===== src/rtl/exc_entry_seq.sv =====
module exc_entry_seq #(
  parameter logic [7:0] SPUR_VEC   = 8'd24,
  parameter logic [7:0] CAUSE_BASE = 8'd2,
  parameter int         FAULT_LIM  = 8
) (
  input  logic        clk,
  input  logic        rst_n,
  input  logic        req_valid,
  input  logic        req_irq,
  input  logic [3:0]  req_cause,
  input  logic [2:0]  req_level,
  input  logic [31:0] req_fault_pc,
  input  logic [31:0] req_next_pc,
  input  logic [15:0] sr_in,
  input  logic [31:0] sp_in,
  input  logic [31:0] vbr_in,
  output logic [15:0] sr_out,
  output logic        sr_we,
  output logic [31:0] sp_out,
  output logic        sp_we,
  output logic        bus_req,
  output logic        bus_we,
  output logic        bus_iack,
  output logic [31:0] bus_addr,
  output logic [31:0] bus_wdata,
  input  logic [31:0] bus_rdata,
  input  logic        bus_ack,
  input  logic        bus_spurious,
  output logic        handler_start,
  output logic [31:0] handler_pc,
  output logic        busy
);

  typedef enum logic [2:0] {
    ST_IDLE, ST_SRW, ST_IACK, ST_PUSH_PC, ST_PUSH_HI, ST_FETCH, ST_GO
  } st_t;

  st_t         st;
  logic        irq_q;
  logic [2:0]  lvl_q;
  logic [15:0] sr_q;
  logic [31:0] nsp_q;
  logic [1:0]  mis_q;
  logic [7:0]  vec_q;
  logic [31:0] pc_q;
  logic [11:0] vbase_q;
  logic [31:0] hpc_q;
  logic        unused_vbr;

  assign unused_vbr = ^vbr_in[19:0];

  always_ff @(posedge clk or negedge rst_n) begin
    if (!rst_n) begin
      st      <= ST_IDLE;
      irq_q   <= 1'b0;
      lvl_q   <= '0;
      sr_q    <= '0;
      nsp_q   <= '0;
      mis_q   <= '0;
      vec_q   <= '0;
      pc_q    <= '0;
      vbase_q <= '0;
      hpc_q   <= '0;
    end else begin
      case (st)
        ST_IDLE: if (req_valid) begin
          irq_q   <= req_irq;
          lvl_q   <= req_level;
          sr_q    <= sr_in;
          nsp_q   <= {sp_in[31:2], 2'b00} - 32'd8;
          mis_q   <= sp_in[1:0];
          vec_q   <= CAUSE_BASE + {4'd0, req_cause};
          pc_q    <= (!req_irq && int'(req_cause) < FAULT_LIM) ? req_fault_pc : req_next_pc;
          vbase_q <= vbr_in[31:20];
          st      <= ST_SRW;
        end
        ST_SRW: st <= irq_q ? ST_IACK : ST_PUSH_PC;
        ST_IACK: if (bus_ack) begin
          vec_q <= bus_spurious ? SPUR_VEC : bus_rdata[7:0];
          st    <= ST_PUSH_PC;
        end
        ST_PUSH_PC: if (bus_ack) st <= ST_PUSH_HI;
        ST_PUSH_HI: if (bus_ack) st <= ST_FETCH;
        ST_FETCH: if (bus_ack) begin
          hpc_q <= bus_rdata;
          st    <= ST_GO;
        end
        default: st <= ST_IDLE;
      endcase
    end
  end

  assign sr_out = irq_q ? {1'b0, sr_q[14], 1'b1, 1'b0, sr_q[11], lvl_q, sr_q[7:0]}
                        : {1'b0, sr_q[14], 1'b1, sr_q[12:0]};
  assign sr_we  = (st == ST_SRW);

  assign bus_iack = (st == ST_IACK);
  assign bus_we   = (st == ST_PUSH_PC) || (st == ST_PUSH_HI);
  assign bus_req  = bus_iack || bus_we || (st == ST_FETCH);

  always_comb begin
    case (st)
      ST_IACK:    bus_addr = {{27{1'b1}}, lvl_q, 2'b00};
      ST_PUSH_PC: bus_addr = nsp_q;
      ST_PUSH_HI: bus_addr = nsp_q + 32'd4;
      ST_FETCH:   bus_addr = {vbase_q, 10'd0, vec_q, 2'b00};
      default:    bus_addr = '0;
    endcase
    case (st)
      ST_PUSH_PC: bus_wdata = pc_q;
      ST_PUSH_HI: bus_wdata = {2'b01, mis_q, 2'b00, vec_q, 2'b00, sr_q};
      default:    bus_wdata = '0;
    endcase
  end

  assign handler_start = (st == ST_GO);
  assign handler_pc    = hpc_q;
  assign sp_we         = (st == ST_GO);
  assign sp_out        = nsp_q;
  assign busy          = (st != ST_IDLE);

endmodule


===== config.mk =====
export PLATFORM = sky130hd
export DESIGN_NAME = exc_entry_seq
export DESIGN_NICKNAME = d
export VERILOG_FILES = /design/src/rtl/exc_entry_seq.sv
export SDC_FILE = /design/constraint.sdc
export NUM_CORES = 1
export LEC_CHECK = 0
export ABC_AREA = 1
export BUFFER_PORTS_ARGS = -buffer_cell sky130_fd_sc_hd__buf_4
export CORE_UTILIZATION = 40
export CTS_BUF_LIST = sky130_fd_sc_hd__clkbuf_16
export DETAILED_ROUTE_END_ITERATION = 8
export PLACE_DENSITY = 0.78
export REMOVE_ABC_BUFFERS = 1
export SLEW_MARGIN = 20
export SYNTH_ARGS = -nofsm -noshare
export SYNTH_HDL_FRONTEND = slang
export SYNTH_SLANG_ARGS = --single-unit

===== constraint.sdc =====
create_clock -name clk -period 1.8 [get_ports clk]
set_input_delay 0 -clock clk [delete_from_list [all_inputs] [get_ports clk]]
set_output_delay 0 -clock clk [all_outputs]
set_load 0.05 [all_outputs]

# --- After elaboration in Yosys (flattened, before gate mapping) ---
# Index checks and enable logic that the tools add are counted.
totals:
  wordCells: 52
  regBits: 141
  in_bits: 189
classes:
  n_lt_le_gt_ge: 1
  add_sub_neg: 3
  reduce_logical: 12
  muxes: 15
  n_eq_ne: 11
ops:
  columns: ["op", "n"]
  rows:
  - ["$pmux W32 S4", 1]
  - ["$pmux W32 S2", 1]
  - ["$add A32 B3 Y32 const B", 1]
  - ["$mux W32", 1]
  - ["$sub A32 B4 Y32 const B", 1]
  - ["$mux W8", 3]
  - ["$pmux W3 S6", 1]
  - ["$pmux W8 S2", 1]
  - ["$mux W3", 5]
  - ["$mux W13", 1]
  - ["$eq A3 B3 Y1 const B", 3]
  - ["$ne A2 B2 Y1 const B", 4]
  - ["$eq A3 B2 Y1 const B", 2]
  - ["$add A2 B4 Y5 const A", 1]
  - ["$reduce_and A5 Y1", 1]
  - ["$lt A4 B4 Y1 const B", 1]
  - ["$reduce_and A2 Y1", 2]
  - ["$eq A3 B1 Y1 const B", 1]
  - ["$logic_not A3 Y1", 1]
  - ["$logic_or A1 B1 Y1", 3]
  - ["$reduce_and A3 Y1", 1]
  - ["$reduce_bool A3 Y1", 1]
  - ["$ne A2 B1 Y1 const B", 1]
  - ["$reduce_bool A2 Y1", 1]
  - ["other kinds (3)", 3]

# --- Depth between registers and ports, before layout ---
# Gate-level depths: netlist of the first run.
depth:
  ltp_word: 4
  ltp_mapped: 10
  ltp_nobuf: 10

# --- Least setup slack after synthesis of the first run ---
# No wires, ideal clock.
synth_path:
  kind: "register to output"
  from: "reg nsp_q[2], in the netlist sp_out[2]"
  to: "out bus_addr[4]"
  t_arrival_ns: 2.893
  path_buffers: 0
  stages_incl_launch_ff: 5
  path_slack_ns: -1.093
  t_required_ns: 1.800
  cell_sequence: "dfrtp_1 > ha_1 > nand2_1 > inv_1 > o311ai_0"
synth_between:
  elab_chain_len: 2
synth_lines:
  columns: ["element", "line", "rtl"]
  rows:
  - ["start: declaration", "42", "logic [31:0] nsp_q;"]
  - ["start signal: assignment", "70", "nsp_q <= {sp_in[31:2], 2'b00} - 32'd8;"]
  - ["$add A32 B3 Y32", "105", "ST_PUSH_HI: bus_addr = nsp_q + 32'd4;"]
  - ["$pmux W32 S4", "102", "case (st)"]
  - ["end: declaration", "24", "output logic [31:0] bus_addr,"]
# Every way passes these cells.

# --- Final worst setup path of the first run ---
layout_path:
  from: "reg nsp_q[3], in the netlist sp_out[3]"
  to: "out bus_addr[12]"
# The elaborated chain is that of the path after synthesis.

==> results of run 1 <==
## report_power, final
part	switching (mW)	total [mW]	internal (mW)
Combinational	12.5	19.6	7.08
Clock	1.60	3.41	1.82
Sequential	1.14	5.82	4.69
Total	15.3	28.8	13.6
## routing by layer
layer / track usage, % / wire, microns
met1: 38.1 / 14500
met2: 55.5 / 19400
met3: 6.09 / 3180
met4: 18.0 / 2350
met5: 0 / 0
## cells in the mapped netlist (7+ instances only)
| cell type | count |
|---|---|
| nand2_1 | 299 |
| buf_4 | 25 |
| xor2_1 | 11 |
| clkbuf_1 | 21 |
| a21oi_1 | 21 |
| o22ai_1 | 28 |
| inv_1 | 152 |
| o211ai_1 | 41 |
| mux2_4 | 20 |
| buf_2 | 12 |
| mux2_2 | 7 |
| nand3_1 | 64 |
| dfrtp_1 | 139 |
| nor2_1 | 110 |
| o21ai_0 | 132 |
## metrics by stage
step                      cell area [sq um]  worst slack, ns  hold slack, ns
after global routing                  15500           -0.344          0.0634
after detailed placement              11200           0.0358         -0.0309
final                                 15500           -0.294        0.000860
after floorplan                        7990            -1.72          -0.296
after global placement                11200           0.0819         -0.0251
after CTS                             14100           -0.206         0.00137
## registers in the layout, summed over array words and instances (netlist names)
name	count
irq_q	1
sp_out	30
vbase_q	12
pc_q	32
st	3
handler_pc	32
sr_q	16
lvl_q	3
vec_q	8
mis_q	2
## cells by family (layout without fill, tap and decap cells)
logic type | count (synthesis) | count (layout) | synth area share (%)
AOI/OAI and AO/OA | 234 | 234 | 16.2
adders and majority gates | 3 | 3 | 0.450
DFF | 139 | 139 | 41.7
and+or+nand+nor | 490 | 490 | 23.8
muxes | 27 | 27 | 4.54
buffers and inverters | 219 | 785 | 11.6
other | 2 | 8 | 0.0900
xor gates and xnor gates | 16 | 16 | 1.68
## path summary, 6_finish.rpt
path                           endpoint  cells after the start
min reg2reg                 vbase_q[10]                      2
max                        bus_addr[12]                      9
max in group asynchronous    sp_out[23]                      3
max reg2reg                    mis_q[0]                      9
min in group asynchronous    vbase_q[9]                      2
min                           sp_out[4]                      4
## cell type report
class	count	share of cell area (%)
repair buffers	596	36.4
multi-input cells	776	31.0
flip-flops and latches	139	22.7
inverters	157	4.05
clock buffers	17	2.75
well taps	270	2.19
clock inverters	15	0.842
diodes	2	0.0324
## repair_timing
item                                    4_1_cts  5_1_grt
hold endpoints to repair                    271        0
hold buffers                                162        0
gates cloned                                  2       12
resized for setup                           152      188
buffers inserted                             29       35
pin swaps                                    15       42
endpoints found under the setup margin       63      102
## critical path, cell delays in order (launching register included)
cell and delay, ns:
dfrtp_1 0.40, ha_2 0.21, nand2_2 0.08, nor2_4 0.13
nand2_4 0.10, buf_6 0.14, o21ai_2 0.10, nand3_1 0.07
o211ai_1 0.18, buf_4 0.27
## placed cells by master (no fill, tap or decap), types with 4 or more instances in the layout
cell type / count
buf_4: 326
nand2_1: 272
dlygate4sd3_1: 162
inv_1: 146
dfrtp_1: 121
o21ai_0: 116
nor2_1: 71
buf_6: 67
nand3_1: 49
o211ai_1: 41
nor2_4: 27
clkbuf_16: 25
o22ai_4: 22
nand2_2: 21
mux2_4: 20
dfrtp_2: 18
nor2_2: 15
a21oi_1: 15
buf_8: 15
buf_12: 15
nand3_2: 11
xor2_1: 11
o21ai_2: 9
nand2_4: 8
inv_6: 7
mux2_2: 7
nand4_1: 6
a21oi_2: 6
o21ai_1: 6
conb_1: 6
o22ai_2: 5
clkinvlp_4: 5
xnor2_1: 5
inv_4: 4
nand3_4: 4
o21bai_1: 4
==> reports/summary.txt, run 1 <==
Status: finished, violations left
Failing checks: setup timing
Sequential share of the synthesized area: 41.7%
Asr flop ratio synth: 100%
RD Place Congestion: 0.918
Die Ht: 146 microns
CTS Sinks: 139
Yosys top cell by area: dfrtp_1
Post-DP HPWL: 22,000 microns
Post-synth EDFFs: 0
CP Max Fanout: 3
Reg area: 3500 sq um
Power per Cell Area: 1870 nW/um^2
Class of the worst hold path: in -> reg
Global Route Usage Sum: 32.4%
Initial antenna violation count: 2
Final Cycle Share: 116%
R2R Setup Slk: 0.04 ns
Max cap viols: 0
Mapped Area: 8350 sq um
Antenna-violating nets left: 0
Overall power consumption: 28.8 mW
Clock-pin slew on the worst setup and hold paths: 0.06 ns
Fmax: 0.477 GHz
Main synth FF type: dfrtp_1
DRT iter0 DRCs: 974
Post-DR vias/cell: 5.44
Crit path capture type: output pin
Critical path arrival: 2.09 ns
Hold Crit Start: sp_in[4]
Max VDD drop: 1020 uV
Nets: 1,879
WL/cell: 20.0 microns
Starting Density: 41.0%
DRT Pass-1 Iters: 6
Reg-to-Reg Start: st[1]
Fillers: 1,288
Final setup violation count: 49
Ys Warns: 0
Synth unique cells: 35
Core ar.: 20,400 sq um
Yosys reg bits: 139
Kind of critical path: reg -> out
Setup TNS: -6.60 ns
Cell count after placement: 1,700
Endpoints failing hold: 0
Clk buf depth: 2
Area of the multi-input gates: 4800 sq um
Worst setup path start: sp_out[3]
RSZ-0062 raised after global routing: yes
I/O pins: 340
Worst path required time: 1.80 ns
CTS H-tree depth: 4
Die area: 21,400 sq um
Post-Route WL: 39,500 microns
Clock Skews: 0.00882 ns
IO buf count: 313
Final Core Density: 75.9%
Clock Latency Late Sink: 0.43 ns
CP Launch Type: register
Avg Synthesized Cell Area: 7.39 sq um
Routed vias: 10,737
Post-Layout Cell Count: 1,972
Leakage: 7.33 nW
Width of the chip: 146 microns
Vias in the first global route: 10,402
DRC viols: 0
TritonCTS buffer count: 17
First-pass GRT wire length: 54,100 microns
CTS tree: done
Max-slew violation count: 0
Synth-to-Final Area Change: 85.2%
Minimum clock period: 2.09 ns
Largest net degree at the start of global routing: 90
Placement row count: 52
Synth top area cells: dfrtp_1 42%, nand2_1 13%, o21ai_0 7.9%
Worst setup margin: -0.294 ns
Overflow after GRT: 0
Gate Count Post-Synth: 1,130
Root Driver: clkbuf_16
Share of post-route cells with drive strength above 1: 38.8%
Yosys top cell area share: 41.7%
No activity file was read; power rests on OpenSTA's default activity.
==> inputs of run 2 (changes only) <==
Settings changed: CTS_CLUSTER_DIAMETER set to 50, HOLD_SLACK_MARGIN set to 0.12.
==> reports/summary.txt, run 2 (synthesized netlist as in run 1, its figures left out) <==
Status: finished, violations left
Failing checks: setup timing
Routed wl met2: 19,100 microns
Width of the chip: 146 microns
Overflow after GRT: 0
Commonest non-fill, non-tap cells in the layout: 335 x buf_4, 272 x nand2_1, 171 x dlygate4sd3_1, 146 x inv_1, 121 x dfrtp_1
CP Launch Type: register
Placement row count: 52
Placed cell areas: 11,200 sq um
DRT iter0 DRCs: 904
Design area: 15,600 sq um
RSZ-0062 raised after global routing: yes
Final Cycle Share: 114%
Synth-to-Final Area Change: 86.6%
Critical path arrival: 2.04 ns
Post-DP HPWL: 22,000 microns
Post-DR vias/cell: 5.41
Clock Skews: 0.00831 ns
Leakage: 7.38 nW
Uppermost layer routed: met4
Setup TNS: -6.48 ns
DRT Pass-1 Iters: 5
Antenna-violating nets left: 0
Endpoints failing hold: 0
DRC viols: 0
Max cap viols: 0
Reg area: 3500 sq um
Fmax: 0.489 GHz
Crit path capture type: output pin
CTS Sinks: 139
Fillers: 1,247
Core ar.: 20,400 sq um
Share of post-route cells with drive strength above 1: 38.7%
Commonest non-fill, non-tap cell in the layout: buf_4
Worst path required time: 1.80 ns
Cell count after placement: 1,700
Minimum clock period: 2.04 ns
Clk buf depth: 2
CP Max Fanout: 3
Kind of critical path: reg -> out
CTS H-tree depth: 4
IO buf count: 313
Max VDD drop: 1020 uV
DRT met1 WL: 14,700 microns
Post-Layout Cell Count: 1,987
Largest net degree at the start of global routing: 90
Met3 wire len: 2840 microns
Starting Density: 41.0%
Max-slew violation count: 0
Clock Latency Late Sink: 0.43 ns
Class of the worst hold path: in -> reg
CTS tree: done
Global Route Usage Sum: 32.5%
Worst setup margin: -0.245 ns
I/O pins: 340
Routed vias: 10,758
First-pass GRT wire length: 54,300 microns
WL/cell: 19.6 microns
Hold WS: 0.185 ns
Root Driver: clkbuf_16
Final Core Density: 76.5%
Power per Cell Area: 1860 nW/um^2
Clock-pin slew on the worst setup and hold paths: 0.06 ns
Vias in the first global route: 10,418
Area of the multi-input gates: 4830 sq um
Post-Route WL: 38,900 microns
TritonCTS buffer count: 17
Initial antenna violation count: 3
Final setup violation count: 51
Die Ht: 146 microns
Nets: 1,893
Die area: 21,400 sq um
R2R Setup Slk: -0.02 ns
RD Place Congestion: 0.918
## run 2: changes by cell type in the layout (fill, tap and decap cells not counted), moves of 2 or more
cell / before / now
buf_4: 326 / 335
buf_8: 15 / 13
dlygate4sd3_1: 162 / 171
nand2_2: 21 / 18
nand2_4: 8 / 11
nor2_1: 71 / 73
o21ai_2: 9 / 7
## run 2: through the flow
step	setup WS [ns]	total power [mW]
floorplan	-1.72	15.1
global placement	0.0819	20.3
detailed placement	0.0358	20.5
CTS	-0.206	25.7
global route	-0.301	29.9
finish	-0.245	28.9
## run 2: metal layers
metal	up-vias	GRT usage [%]
li1	4780	-
met1	5111	38.9
met2	696	55.6
met3	171	5.56
met4	0	18.0
met5	-	0
## run 2: report_power, final
part           internal [mW]  switching (mW)  total, mW
clock                   1.82            1.59       3.40
combinational           7.11            12.6       19.7
sequential              4.69            1.15       5.84
total                   13.6            15.3       28.9
## run 2: layout make-up
cell class / count / area share, %
antenna: 3 / 0.0482
clock buffer: 17 / 2.73
clock inverter: 15 / 0.836
inverter: 157 / 4.02
multi-input combinational: 776 / 31.0
sequential: 139 / 22.5
tap: 270 / 2.17
timing repair buffer: 610 / 36.7
## run 2: path summary, 6_finish.rpt
check | end | start | depth (start not counted)
worst min-delay path | st[2] | req_valid | 6
worst max-delay path | bus_addr[12] | sp_out[3] | 9
worst max register to register | pc_q[18] | st[1] | 9
min in group asynchronous | vbase_q[9] | rst_n | 3
worst min register to register | vbase_q[10] | vbase_q[10] | 2
max in group asynchronous | vbase_q[11] | rst_n | 4
## run 2: critical path, stage by stage (launching register included)
cell	delay (ns)
dfrtp_1	0.38
ha_2	0.20
nand2_2	0.07
nor2_4	0.13
nand2_4	0.10
buf_6	0.14
o21ai_2	0.10
nand3_1	0.07
o211ai_1	0.17
buf_4	0.27
## run 2: repair_timing
| item | in CTS | in global routing |
|---|---|---|
| pin swaps | 15 | 46 |
| endpoints found under the hold margin | 278 | 0 |
| cloned | 2 | 10 |
| setup buffers | 29 | 42 |
| hold buffers | 171 | 0 |
| setup endpoints to repair | 63 | 103 |
| resized for setup | 152 | 186 |
==> inputs of run 3 (changes only) <==
Settings changed: PLACE_DENSITY 0.78 to 0.68.
==> reports/summary.txt, run 3 (synthesized netlist as in run 1, its figures left out) <==
Final Core Density: 76.7%
First-pass GRT wire length: 52,000 microns
CP Launch Type: register
Failing checks: setup timing
Minimum clock period: 2.11 ns
Max-slew headroom: 65.5%
Max stage delay cell, worst path: dfrtp_1
Commonest non-fill, non-tap cells in the layout: 323 x buf_4, 272 x nand2_1, 172 x dlygate4sd3_1, 142 x inv_1, 119 x dfrtp_1
Initial antenna violation count: 1
Clk buf depth: 2
Starting Density: 41.0%
Clock-pin slew on the worst setup and hold paths: 0.07 ns
Power per Cell Area: 1840 nW/um^2
Fmax: 0.474 GHz
Routed vias: 10,573
Class of the worst hold path: in -> reg
Commonest non-fill, non-tap cell in the layout: buf_4
Critical path arrival: 2.11 ns
Post-Route WL: 38,000 microns
Synth-to-Final Area Change: 87.2%
Vias in the first global route: 9,944
Max-slew violation count: 0
Final setup violation count: 84
Root Driver: clkbuf_16
Placement row count: 52
Max cap viols: 0
Crit path capture type: output pin
Width of the chip: 146 microns
CP Max Fanout: 5
Global Route Usage Sum: 31.2%
DRT iter0 DRCs: 772
Endpoints failing hold: 0
Share of post-route cells with drive strength above 1: 38.9%
RD Place Congestion: 0.903
Worst path required time: 1.80 ns
Pre-CTS WS: 0.0104 ns
DRC viols: 0
Die Ht: 146 microns
IO buf count: 313
Worst setup margin: -0.309 ns
Final Cycle Share: 117%
Leakage: 7.42 nW
WL/cell: 19.2 microns
CTS tree: done
Kind of critical path: reg -> out
Status: finished, violations left
Post-DP HPWL: 21,600 microns
DRT Pass-1 Iters: 6
Crit-path max cell delay: 0.41 ns
Antenna-violating nets left: 0
Clock Latency Late Sink: 0.43 ns
Die area: 21,400 sq um
Post-DR vias/cell: 5.35
Sequence of cells on the critical path: ha_2 > nand2_2 > nor2_4 > nand2_4 > nor2_2 > buf_6 > nand2_1 > nand3_1 > o211ai_1 > buf_4
I/O pins: 340
Largest net degree at the start of global routing: 66
RSZ-0062 raised after global routing: yes
CTS H-tree depth: 4
Worst slew pin tran: 0.517 ns
Core ar.: 20,400 sq um
Overflow after GRT: 0
TritonCTS buffer count: 17
Clock Skews: 0.0144 ns
Max VDD drop: 1290 uV
CTS Sinks: 139
Nets: 1,884
-- run 3: cell count changes in the layout (fill, tap and decap cells not counted), moves of 4 or more --
cell	previous run	this run
buf_12	16	9
buf_16	2	6
buf_4	335	323
buf_6	66	61
buf_8	13	20
clkinvlp_4	5	1
inv_1	146	142
inv_2	3	9
mux2_2	7	0
mux2_4	20	27
nand3_1	48	43
nand3_2	11	19
-- run 3: repair_timing --
item | in CTS | in global routing
setup buffers | 33 | 26
setup endpoints to repair | 63 | 108
pin swaps | 37 | 46
gates cloned | 3 | 11
endpoints found under the hold margin | 278 | 0
hold buffers | 172 | 0
resized for setup | 167 | 199
-- run 3: cell type report --
cell class | instances | area [sq um]
antenna | 1 | 2.50
clock buffer | 17 | 425
clock inverter | 15 | 153
fill | 1315 | 4740
inverter | 157 | 628
multi-input combinational | 777 | 4880
sequential | 139 | 3500
tap | 270 | 338
timing repair buffer | 599 | 5680
timing repair inverter | 1 | 16.3
-- run 3: report_power, final --
group / total (mW) / internal (mW) / switching (mW)
Clock: 3.54 / 1.96 / 1.58
Combinational: 19.4 / 6.96 / 12.4
Sequential: 5.86 / 4.69 / 1.17
Total: 28.8 / 13.6 / 15.2
-- run 3: critical path: cells and delay by family (launching register included) --
| family | cells | cell delay [ns] |
|---|---|---|
| buf+inv | 2 | 0.35 |
| simple gates | 6 | 0.56 |
| fa+ha+maj | 1 | 0.22 |
| compound gates | 1 | 0.13 |
| flops | 1 | 0.41 |
-- run 3: metal layers --
layer | global-route usage [%] | vias up | part of all wire, %
met5 | 0 | - | 0
li1 | - | 4770 | -
met3 | 5.63 | 139 | 7.4
met4 | 16.4 | 0 | 4.6
met1 | 38.5 | 5072 | 39
met2 | 51.9 | 592 | 49
-- run 3: path summary, 6_finish.rpt --
path | from | to | slack (ns) | cells past startpoint
min | req_valid | vbase_q[1] | 0.18 | 6
min in group asynchronous | rst_n | handler_pc[20] | 0.63 | 3
min reg2reg | vbase_q[1] | vbase_q[1] | 0.48 | 2
max reg2reg | st[1] | handler_pc[19] | -0.09 | 9
max in group asynchronous | rst_n | pc_q[21] | 0.39 | 4
max | sp_out[3] | bus_addr[12] | -0.31 | 10
-- run 3: stage by stage --
step	total power, mW	instances	hold WS [ns]	TNS (ns)	instance area (sq um)
2_1_floorplan	15.1	1072	-0.296	-151.54	7990
3_3_place_gp	20.2	1700	-0.0132	0	11100
3_5_place_dp	20.4	1700	-0.00646	0	11100
4_1_cts	26.0	1940	0.143	-3.86	14300
5_1_grt	29.8	1976	0.202	-14.35	15600
6_report	28.8	1976	0.183	-10.19	15600
